<file path="config.mk">
export PLATFORM = sky130hd
export DESIGN_NAME = wdg_keyed_top
export DESIGN_NICKNAME = d
export VERILOG_FILES = /design/src/rtl/wdg_pkg.sv /design/src/rtl/wdg_bus_decode.sv /design/src/rtl/wdg_mode_reg.sv /design/src/rtl/wdg_count.sv /design/src/rtl/wdg_keyed_top.sv
export SDC_FILE = /design/constraint.sdc
export NUM_CORES = 1
export LEC_CHECK = 0
export ABC_AREA = 1
export CAP_MARGIN = 30
export CORE_UTILIZATION = 50
export CTS_CLUSTER_DIAMETER = 40
export CTS_CLUSTER_SIZE = 12
export DETAILED_ROUTE_END_ITERATION = 6
export DONT_BUFFER_PORTS = 1
export SETUP_SLACK_MARGIN = 0.1
export SYNTH_ARGS = -nofsm -noshare
export SYNTH_HDL_FRONTEND = slang
export SYNTH_HIERARCHICAL = 1
export SYNTH_SLANG_ARGS = --single-unit
</file>
<file path="constraint.sdc">
create_clock -name clk -period 2.4 [get_ports clk]
set_clock_uncertainty 0.15 [all_clocks]
set_input_delay 0.24 -clock clk [delete_from_list [all_inputs] [get_ports clk]]
set_output_delay 0.24 -clock clk [all_outputs]
set_load 0.005 [all_outputs]
</file>
<file path="src/rtl/wdg_pkg.sv">
// Package wdg_pkg
// Shared constants and the mode register layout for the keyed watchdog.
// Assumes an 8-bit data path and a 16-bit I/O address.
package wdg_pkg;
    localparam logic [7:0] ADDR_MODE   = 8'hF0;
    localparam logic [7:0] ADDR_CMD    = 8'hF1;
    localparam logic [7:0] KEY_CLEAR   = 8'h4E;
    localparam logic [7:0] KEY_STOP    = 8'hB1;
    localparam logic [7:0] MODE_RESET  = 8'hFB;
    localparam logic [2:0] RSVD_EXPECT = 3'b011;
    localparam int         SEL_W       = 2;
    localparam int         SEL_N       = 1 << SEL_W;

    typedef struct packed {
        logic             en;     // bit 7: watchdog enable
        logic [SEL_W-1:0] sel;    // bits 6:5: period select
        logic [1:0]       spare;  // bits 4:3: stored, no function
        logic [2:0]       rsvd;   // bits 2:0: expected 011
    } mode_t;
endpackage

</file>
<file path="src/rtl/wdg_bus_decode.sv">
// Module wdg_bus_decode
// Decodes the low address byte into mode and command strobes and
// recognises the two key bytes. Purely combinational.
// Assumes at most one access (read or write) per cycle.
module wdg_bus_decode
    import wdg_pkg::*;
(
    input  logic        clk,
    input  logic        rst_n,
    input  logic [15:0] io_addr,
    input  logic        io_wr,
    input  logic        io_rd,
    input  logic [7:0]  io_wdata,
    output logic        mode_wr,
    output logic        mode_rd,
    output logic        clear_key,
    output logic        stop_key
);
    logic [7:0] low_addr;
    logic       unused_hi_addr;
    logic       cmd_wr;

    // Only the low byte of the address takes part in decoding.
    assign low_addr       = io_addr[7:0];
    assign unused_hi_addr = ^io_addr[15:8];

    // Turn the access into per-register strobes and key detects.
    always_comb begin
        mode_wr   = io_wr && (low_addr == ADDR_MODE);
        mode_rd   = io_rd && (low_addr == ADDR_MODE);
        cmd_wr    = io_wr && (low_addr == ADDR_CMD);
        clear_key = cmd_wr && (io_wdata == KEY_CLEAR);
        stop_key  = cmd_wr && (io_wdata == KEY_STOP);
    end

    AST_ONE_TARGET: assert property (@(posedge clk) disable iff (!rst_n)
        $onehot0({mode_wr, clear_key, stop_key}));
endmodule

</file>
<file path="src/rtl/wdg_mode_reg.sv">
// Module wdg_mode_reg
// Holds the mode register. Detects a 0->1 change of the enable bit and
// reports the period to use on a reload. Raises a misuse pulse when a
// write carries unexpected reserved bits; the value is stored anyway.
// Assumes a synchronous active-low reset.
module wdg_mode_reg
    import wdg_pkg::*;
(
    input  logic             clk,
    input  logic             rst_n,
    input  logic             mode_wr,
    input  logic [7:0]       wdata,
    output mode_t            mode,
    output logic             en_rise,
    output logic [SEL_W-1:0] reload_sel,
    output logic             misuse
);
    mode_t mode_q;
    mode_t wr_val;

    assign wr_val = mode_t'(wdata);
    assign mode   = mode_q;

    // Store every mode write as written; reset loads the power-on value.
    always_ff @(posedge clk) begin
        if (!rst_n)       mode_q <= mode_t'(MODE_RESET);
        else if (mode_wr) mode_q <= wr_val;
    end

    // Flag a mode write whose reserved field is not the expected pattern.
    always_ff @(posedge clk) begin
        if (!rst_n) misuse <= 1'b0;
        else        misuse <= mode_wr && (wr_val.rsvd != RSVD_EXPECT);
    end

    // An enabling write reloads with the period it carries itself.
    always_comb begin
        en_rise    = mode_wr && !mode_q.en && wr_val.en;
        reload_sel = mode_wr ? wr_val.sel : mode_q.sel;
    end

    AST_RSVD_FLAG: assert property (@(posedge clk) disable iff (!rst_n)
        (mode_wr && (wdata[2:0] != RSVD_EXPECT)) |=> misuse);
    AST_RSVD_QUIET: assert property (@(posedge clk) disable iff (!rst_n)
        !mode_wr |=> !misuse);
    AST_MODE_STORE: assert property (@(posedge clk) disable iff (!rst_n)
        mode_wr |=> (mode_q == $past(wr_val)));
endmodule

</file>
<file path="src/rtl/wdg_count.sv">
// Module wdg_count
// Down-counter and alarm flop. A reload loads period-1 and starts the
// count. At zero the alarm rises and the count halts. A clear drops the
// alarm and blocks an expiry on the same edge. The stop request halts the
// count only while the enable bit is low.
// Assumes the caller asserts reload only together with clear.
module wdg_count
    import wdg_pkg::*;
#(
    parameter int BASE_LOG2 = 16,
    parameter int CNT_W     = BASE_LOG2 + 7
) (
    input  logic             clk,
    input  logic             rst_n,
    input  logic             reload,
    input  logic [SEL_W-1:0] sel,
    input  logic             clear,
    input  logic             stop_req,
    input  logic             en,
    output logic             alarm
);
    localparam logic [SEL_W-1:0] RST_SEL = MODE_RESET[6:5];

    logic [CNT_W-1:0] reload_tbl [SEL_N];
    logic [CNT_W-1:0] cnt_q;
    logic             run_q;
    logic             alarm_q;
    logic             stop_ok;
    logic             at_zero;
    logic             expire;

    // One reload value per period select: 2^(BASE+2s) - 1.
    for (genvar g = 0; g < SEL_N; g++) begin : g_period
        assign reload_tbl[g] = CNT_W'((64'd1 << (BASE_LOG2 + 2 * g)) - 64'd1);
    end

    // Decide whether this edge stops the count or ends it by expiry.
    always_comb begin
        stop_ok = stop_req && !en;
        at_zero = (cnt_q == '0);
        expire  = run_q && at_zero && !clear && !stop_ok;
    end

    // Count state: stop beats reload, reload beats counting down.
    always_ff @(posedge clk) begin
        if (!rst_n) begin
            cnt_q <= reload_tbl[RST_SEL];
            run_q <= 1'b1;
        end else if (stop_ok) begin
            run_q <= 1'b0;
        end else if (reload) begin
            cnt_q <= reload_tbl[sel];
            run_q <= 1'b1;
        end else if (run_q) begin
            if (!at_zero)    cnt_q <= cnt_q - 1'b1;
            else if (expire) run_q <= 1'b0;
        end
    end

    // Alarm flop: set on expiry, cleared only by a clear.
    always_ff @(posedge clk) begin
        if (!rst_n)      alarm_q <= 1'b0;
        else if (clear)  alarm_q <= 1'b0;
        else if (expire) alarm_q <= 1'b1;
    end

    assign alarm = alarm_q;

    AST_ALARM_STICKY: assert property (@(posedge clk) disable iff (!rst_n)
        (alarm_q && !clear) |=> alarm_q);
    AST_CLEAR_DROPS: assert property (@(posedge clk) disable iff (!rst_n)
        clear |=> !alarm_q);
    AST_RELOAD_RUNS: assert property (@(posedge clk) disable iff (!rst_n)
        reload |=> (run_q && cnt_q != '0));
    AST_RISE_AT_ZERO: assert property (@(posedge clk) disable iff (!rst_n)
        $rose(alarm_q) |-> ($past(cnt_q) == '0 && $past(run_q)));
    AST_STOP_LOCKED: assert property (@(posedge clk) disable iff (!rst_n)
        (stop_req && en && run_q && !at_zero) |=> run_q);
    AST_STOP_HALTS: assert property (@(posedge clk) disable iff (!rst_n)
        (stop_req && !en) |=> !run_q);
    AST_HALT_FROZEN: assert property (@(posedge clk) disable iff (!rst_n)
        (!run_q && !reload) |=> $stable(cnt_q));
endmodule

</file>
<file path="src/rtl/wdg_keyed_top.sv">
// Module wdg_keyed_top
// Keyed-command watchdog on an 8-bit I/O bus: bus decode, mode register
// and down-counter. A clear comes from the clear key or from a write that
// turns the enable bit on; the count reloads only while enabled.
// Assumes one bus access per cycle and a synchronous active-low reset.
module wdg_keyed_top
    import wdg_pkg::*;
#(
    parameter int BASE_LOG2 = 16
) (
    input  logic        clk,
    input  logic        rst_n,
    input  logic [15:0] io_addr,
    input  logic        io_wr,
    input  logic        io_rd,
    input  logic [7:0]  io_wdata,
    output logic [7:0]  io_rdata,
    output logic        wdg_alarm,
    output logic        wdg_misuse
);
    localparam int CNT_W = BASE_LOG2 + 7;

    logic             mode_wr;
    logic             mode_rd;
    logic             clear_key;
    logic             stop_key;
    mode_t            mode;
    logic             en_rise;
    logic [SEL_W-1:0] reload_sel;
    logic             do_clear;
    logic             do_reload;

    wdg_bus_decode u_decode (
        .clk       (clk),
        .rst_n     (rst_n),
        .io_addr   (io_addr),
        .io_wr     (io_wr),
        .io_rd     (io_rd),
        .io_wdata  (io_wdata),
        .mode_wr   (mode_wr),
        .mode_rd   (mode_rd),
        .clear_key (clear_key),
        .stop_key  (stop_key)
    );

    wdg_mode_reg u_mode (
        .clk        (clk),
        .rst_n      (rst_n),
        .mode_wr    (mode_wr),
        .wdata      (io_wdata),
        .mode       (mode),
        .en_rise    (en_rise),
        .reload_sel (reload_sel),
        .misuse     (wdg_misuse)
    );

    // Combine the clear sources; the count reloads only when enabled.
    always_comb begin
        do_clear  = en_rise || clear_key;
        do_reload = en_rise || (clear_key && mode.en);
    end

    wdg_count #(
        .BASE_LOG2 (BASE_LOG2),
        .CNT_W     (CNT_W)
    ) u_count (
        .clk      (clk),
        .rst_n    (rst_n),
        .reload   (do_reload),
        .sel      (reload_sel),
        .clear    (do_clear),
        .stop_req (stop_key),
        .en       (mode.en),
        .alarm    (wdg_alarm)
    );

    // Read path: only the mode register is readable.
    always_comb io_rdata = mode_rd ? 8'(mode) : 8'h00;

    AST_READ_IDLE: assert property (@(posedge clk) disable iff (!rst_n)
        !io_rd |-> (io_rdata == 8'h00));
endmodule

</file>
-- Word level (Yosys, flattened, before mapping)
Cells that the tools add are included.
- add/subtract/negate cells: 1
- magnitude comparators: 1
- equal/unequal tests: 6
- multiplexer cells: 13
- bitwise operators: 3
- reductions and logical operators: 22
- operators by type and width (operator ; count):
    23-bit 2-to-1 mux ; 5
    23-bit binary-select mux with 2-bit select ; 1
    8-bit == test, second input constant ; 3
    23-bit logical NOT ; 1
    23-bit by 1-bit subtractor with 23-bit output, second input constant ; 1
    1-bit logical AND ; 13
    8-bit by 7-bit == test with 1-bit output, second input constant ; 1
    8-bit 2-to-1 mux ; 1
    1-bit 2-to-1 mux ; 5
    3-bit greater-or-equal comparator, second input constant ; 1
    1-bit logical NOT ; 3
    3-bit by 2-bit != test with 1-bit output, second input constant ; 1
    2-bit inverter with 3-bit output ; 1
    3-bit AND reduction ; 1
    1-bit logical OR ; 2
    2-bit 2-to-1 mux ; 1
    2-bit != test, second input constant ; 1
    1-bit inverter ; 2
    2-bit nonzero test ; 1
    2-bit OR reduction ; 1
- register bits after elaboration: 34
- bits of input ports: 28
- word-level logic and storage cells: 54

-- Logic depth before layout (Yosys ltp)
- depth in word-level cells: 13
- mapped depth: 16

-- Hierarchy
The synthesis kept the hierarchy.
- by module, submodules not included (module ; instances ; cells each ; area an instance (um2) ; seq. area each (um2)):
    wdg_count ; 1 ; 253 ; 1574.0 ; 500.5
    wdg_mode_reg ; 1 ; 45 ; 356.6 ; 180.2
    wdg_bus_decode ; 1 ; 40 ; 152.6 ; 0.0
    wdg_keyed_top ; 1 ; 22 ; 83.8 ; 0.0

-- Worst setup path after synthesis
No wires, ideal clock.
- path kind: input to register
- start: input io_addr[2]
- end: register u_count.cnt_q[3]
- library setup time: 134 ps
- arrival: 1682 ps
- slack: 435 ps
- stages on the path: 14
- cell sequence: inv_1 -> nand2_1 -> nor2_1 -> nand3_1 -> nor2_1 -> buf_6 -> nand2_2 -> nor2_2 -> inv_1 -> nand2_1 -> o21ai_1 -> a21boi_2 -> o21ai_0 -> nand3_1
- RTL lines (item ; RTL line ; RTL):
    start: declaration ; wdg_keyed_top.sv:13 ; input logic [15:0] io_addr,
    8-bit == test (*) ; wdg_bus_decode.sv:29 ; mode_wr = io_wr && (low_addr == ADDR_MODE);
    1-bit logical AND (*) ; wdg_bus_decode.sv:29 ;
    via mode_wr ; wdg_keyed_top.sv:23 ; logic mode_wr;
    1-bit logical AND (*) (2 in series) ; wdg_mode_reg.sv:38 ; en_rise = mode_wr && !mode_q.en && wr_val.en;
    via en_rise ; wdg_keyed_top.sv:28 ; logic en_rise;
    1-bit logical OR (*) ; wdg_keyed_top.sv:60 ; do_reload = en_rise || (clear_key && mode.en);
    via do_reload ; wdg_keyed_top.sv:31 ; logic do_reload;
    2-bit != test (no line) or 2-bit nonzero test (tied branches) ; - ;
    3-bit AND reduction (no line) ; - ;
    end signal: assignment ; wdg_count.sv:47 ; cnt_q <= reload_tbl[RST_SEL];
    end signal: assignment ; wdg_count.sv:52 ; cnt_q <= reload_tbl[sel];
    end signal: assignment ; wdg_count.sv:55 ; if (!at_zero) cnt_q <= cnt_q - 1'b1;
    end: declaration ; wdg_count.sv:25 ; logic [CNT_W-1:0] cnt_q;
The timed path passes the listed nets; every way through them passes the cells marked *. The select of a mux whose other input is x is not followed.
A chain may end at the register's enable or synchronous reset.

-- Worst setup path after layout
- start: register u_count.cnt_q[0]
- end: register u_count.cnt_q[18]
- word-level cells in the longest chain between the ends: 4
- ends and longest elaborated chain (item ; RTL line ; RTL):
    23-bit by 1-bit subtractor with 23-bit output ; wdg_count.sv:55 ;
    23-bit 2-to-1 mux ; wdg_count.sv:55 ;
    23-bit 2-to-1 mux ; wdg_count.sv:54 ; end else if (run_q) begin
    23-bit 2-to-1 mux ; wdg_count.sv:51 ; end else if (reload) begin
Several ways; a longest one is shown, not always the timed one. The select of a mux whose other input is x is not followed.

==> metrics.txt <==
result of the run=finished, final reports clean; CTS H-tree lvls=2; Netlist cell types=25; transition time at the pin with the least slew margin=608.5 ps; port bufs=0; sum of negative setup slack=0 ps; portion of total power attributed to combinational logic=0.050; number of instances in the placed design=406; total congestion overflow=0; number of synthesis warnings=6; hold_buf cts=9; wire length per cell after detailed routing=11.26 um; length in cells of the worst reg-to-reg path=11; launching point of the worst reg2reg path=u_count/cnt_q[0]; global-route wire length before repair=8052 um; final slew viol count=0; r2r endpoint=u_count/cnt_q[18]; Max VDD drop=197.6 uV; routed via count divided by cell count=5.005; Int Pwr=897.4 uW; worst setup path category=register to register; number of filler cells placed in the layout=419; endpoint arrival time on the critical path=1920 ps; CP bufs+invs=1; kind of start point of the critical path=register; crit share post-route=0.7851; count of pins on the block boundary=38; Worst Hold Depth=3; width of the chip=67.84 um; unrepaired setup endpoints after global routing=false; layout cell share with drive strength beyond 1=0.08579; synthesized area per cell=6.020 um^2; share of synthesized area occupied by flip-flops and latches=0.3141; Critical path destination=u_count/cnt_q[18]; area added between synthesis and finish=10.28%; crit-path leading delay family=simple AND/OR/NAND/NOR gates; maximum fanout along the worst path=4; routed metal-1 wire length=2374 um; Async SR Flop Fraction=0; beginning of the critical path=u_count/cnt_q[0]; capturing element type of the critical path=register; clock transition time at the flip-flop clock pins of the worst setup and hold paths=70 ps; sequential share of power=0.499; hold crit path type=input port to register; net switching share of the total power=0.2165; routed wire length on met2=2150 um; number of setup violations in the final report=0; 1st-iter DRT viols=113; delay of the slowest cell on the worst path=320 ps; wire length after detailed routing=4761 um; gpl congestion=0.8277; number of hold-slack violations in the final timing report=0; summed instance area of the synthesized netlist=2167 um^2; Antenna Diode Count=0; post-layout min period=1884 ps; Max Cap Violations=0; final standard cell area without fillers=2390 um^2; cell depth of the worst setup path=11; total net switching power=247.9 uW; ordered cell list for the critical path=inv_1, ha_1, nand2_1, nor2_1, nand2_1, nor2_1, nand2_1, nand3_1, nand2_1, nand2_1, nand2_1; drt first pass iters=4; Routed met3 length=175 um; buffer count from post-CTS setup fixing=0; area enclosed by the die boundary=4602 um^2; Placed Area=2191 um^2; CTS max path bufs=2; FF+latch count, synth=34; total number of nets in the final design=402; Starting Density=0.5303; detailed-placement wirelength estimate=3470 um; post-detailed-route DRC marker count=0; cell repeated most along the worst path=sky130_fd_sc_hd__nand2_1; count of mapped cells out of synthesis=360; remaining number of nets flagged by the antenna check after routing=0; CTS Root Cell=sky130_fd_sc_hd__clkbuf_8; CTS buffer count=5; number of gates given a new drive strength after cts=0; power per standard cell area=479.3 nW/um^2; Mapped Nets=390; number of clock sinks=34; via count of the first global-routing pass=1860; CTS tree=yes; slew margin rel.=0.5930; site row count=23; Non-Filler Instances=423; top layer reached by signal wires=met4; initial antenna violation count=0; leak pwr=1.228 nW; Die H=67.84 um; setup slack on the worst flop-to-flop path=520 ps; total vias in the final route=2117; Main synth FF type=sky130_fd_sc_hd__dfxtp_1; Req. time, crit path=2430 ps; library cell contributing the largest single delay on the critical path=sky130_fd_sc_hd__dfxtp_1; clock power share=0.452; number of enable flip-flop cells after synthesis=0; pin count of the biggest net entering global routing=35; Std-Cell Core Area=4086 um^2; clk_lat worst skew=290 ps; Total GRT Usage=0.2350; maximum clock frequency=530.7 MHz
metrics by stage:
step | setup slack (ps) | hold WS [ps] | total power, mW | utilization
2_1_floorplan | 434.6 | 174.1 | 0.6210 | -
3_3_place_gp | 321.3 | 178.4 | 0.6258 | 0.5361
3_5_place_dp | 320.8 | 181.0 | 0.6253 | 0.5361
4_1_cts | 526.5 | 0.8717 | 1.158 | 0.5848
5_1_grt | 228.4 | 18.61 | 1.190 | 0.5848
6_report | 515.8 | 8.276 | 1.145 | 0.5848
cells in the final DEF (no fill, tap or decap), types with 7 or more instances in the layout:
cell	n
sky130_fd_sc_hd__dfxtp_1	34
sky130_fd_sc_hd__dlygate4sd3_1	9
sky130_fd_sc_hd__inv_1	65
sky130_fd_sc_hd__nand2_1	103
sky130_fd_sc_hd__nand3_1	43
sky130_fd_sc_hd__nand4_1	9
sky130_fd_sc_hd__nor2_1	41
sky130_fd_sc_hd__nor2_2	7
sky130_fd_sc_hd__o21ai_0	10
sky130_fd_sc_hd__o21ai_1	11
power by group through the flow:
stage	clock, mW	sequential [mW]	combinational, mW
3_5_place_dp	0	0.584	0.0411
6_report	0.517	0.571	0.0570
4_1_cts	0.531	0.571	0.0567
5_1_grt	0.553	0.572	0.0656
3_3_place_gp	0	0.584	0.0416
2_1_floorplan	0	0.584	0.0373
kinds of logic after synthesis:
logic type               after synthesis  synth area share
flip-flops                            34            0.3141
buffers and inverters                 74            0.1443
adder cells (fa/ha/maj)                2           0.01155
AO/OA/AOI/OAI                         27           0.06524
AND/OR/NAND/NOR                      222            0.4607
XOR/XNOR                               1          0.004042
worst min-delay path by stage:
stage / start / end / slack, ps
final: rst_n / u_count/cnt_q[16] / 8
after detailed placement: rst_n / u_mode/mode[4] / 180
after global routing: rst_n / u_count/cnt_q[16] / 20
after global placement: rst_n / u_count/cnt_q[12] / 180
after floorplan: rst_n / u_count/cnt_q[12] / 170
after CTS: rst_n / u_count/cnt_q[16] / 0.9
worst reg2reg max path: stages, from the launching register on:
cell and delay [ps]:
sky130_fd_sc_hd__dfxtp_1 320, sky130_fd_sc_hd__inv_1 120, sky130_fd_sc_hd__ha_1 240, sky130_fd_sc_hd__nand2_1 110, sky130_fd_sc_hd__nor2_1 250, sky130_fd_sc_hd__nand2_1 170, sky130_fd_sc_hd__nor2_1 150, sky130_fd_sc_hd__nand2_1 60
sky130_fd_sc_hd__nand3_1 70, sky130_fd_sc_hd__nand2_1 50, sky130_fd_sc_hd__nand2_1 50, sky130_fd_sc_hd__nand2_1 50
layer usage:
layer  vias up  GRT usage
met5         -          0
met4         0    0.08594
met3         6    0.05500
met2        41     0.3787
met1       933     0.3036
li1       1137          -
area by class of cell:
type,count,area [um^2],area share
clock inverters,3,40.04,0.01675
repair buffers,12,112.6,0.04712
multi-input cells,252,1174,0.4911
well taps,50,62.56,0.02618
flip-flops and latches,34,680.7,0.2848
clock buffers,5,68.82,0.02880
inverters,67,251.5,0.1052
cells in the mapped netlist (all sizes together), types with 2 or more instances:
| cell type | count | share of area |
|---|---|---|
| a21oi | 5 | 0.012 |
| buf | 5 | 0.020 |
| clkbuf | 2 | 0.0081 |
| dfxtp | 34 | 0.31 |
| ha | 2 | 0.012 |
| inv | 67 | 0.12 |
| nand2 | 109 | 0.20 |
| nand3 | 44 | 0.10 |
| nand3b | 4 | 0.014 |
| nand4 | 9 | 0.026 |
| nor2 | 51 | 0.11 |
| nor3 | 4 | 0.0092 |
| o21ai | 21 | 0.048 |
sequential cells by signal, indices dropped and copies added (netlist names):
register       cells
u_mode/mode        8
u_mode/misuse      1
u_count/run_q      1
u_count/cnt_q     23
u_count/alarm      1
Power figures use the tool's default switching activity.
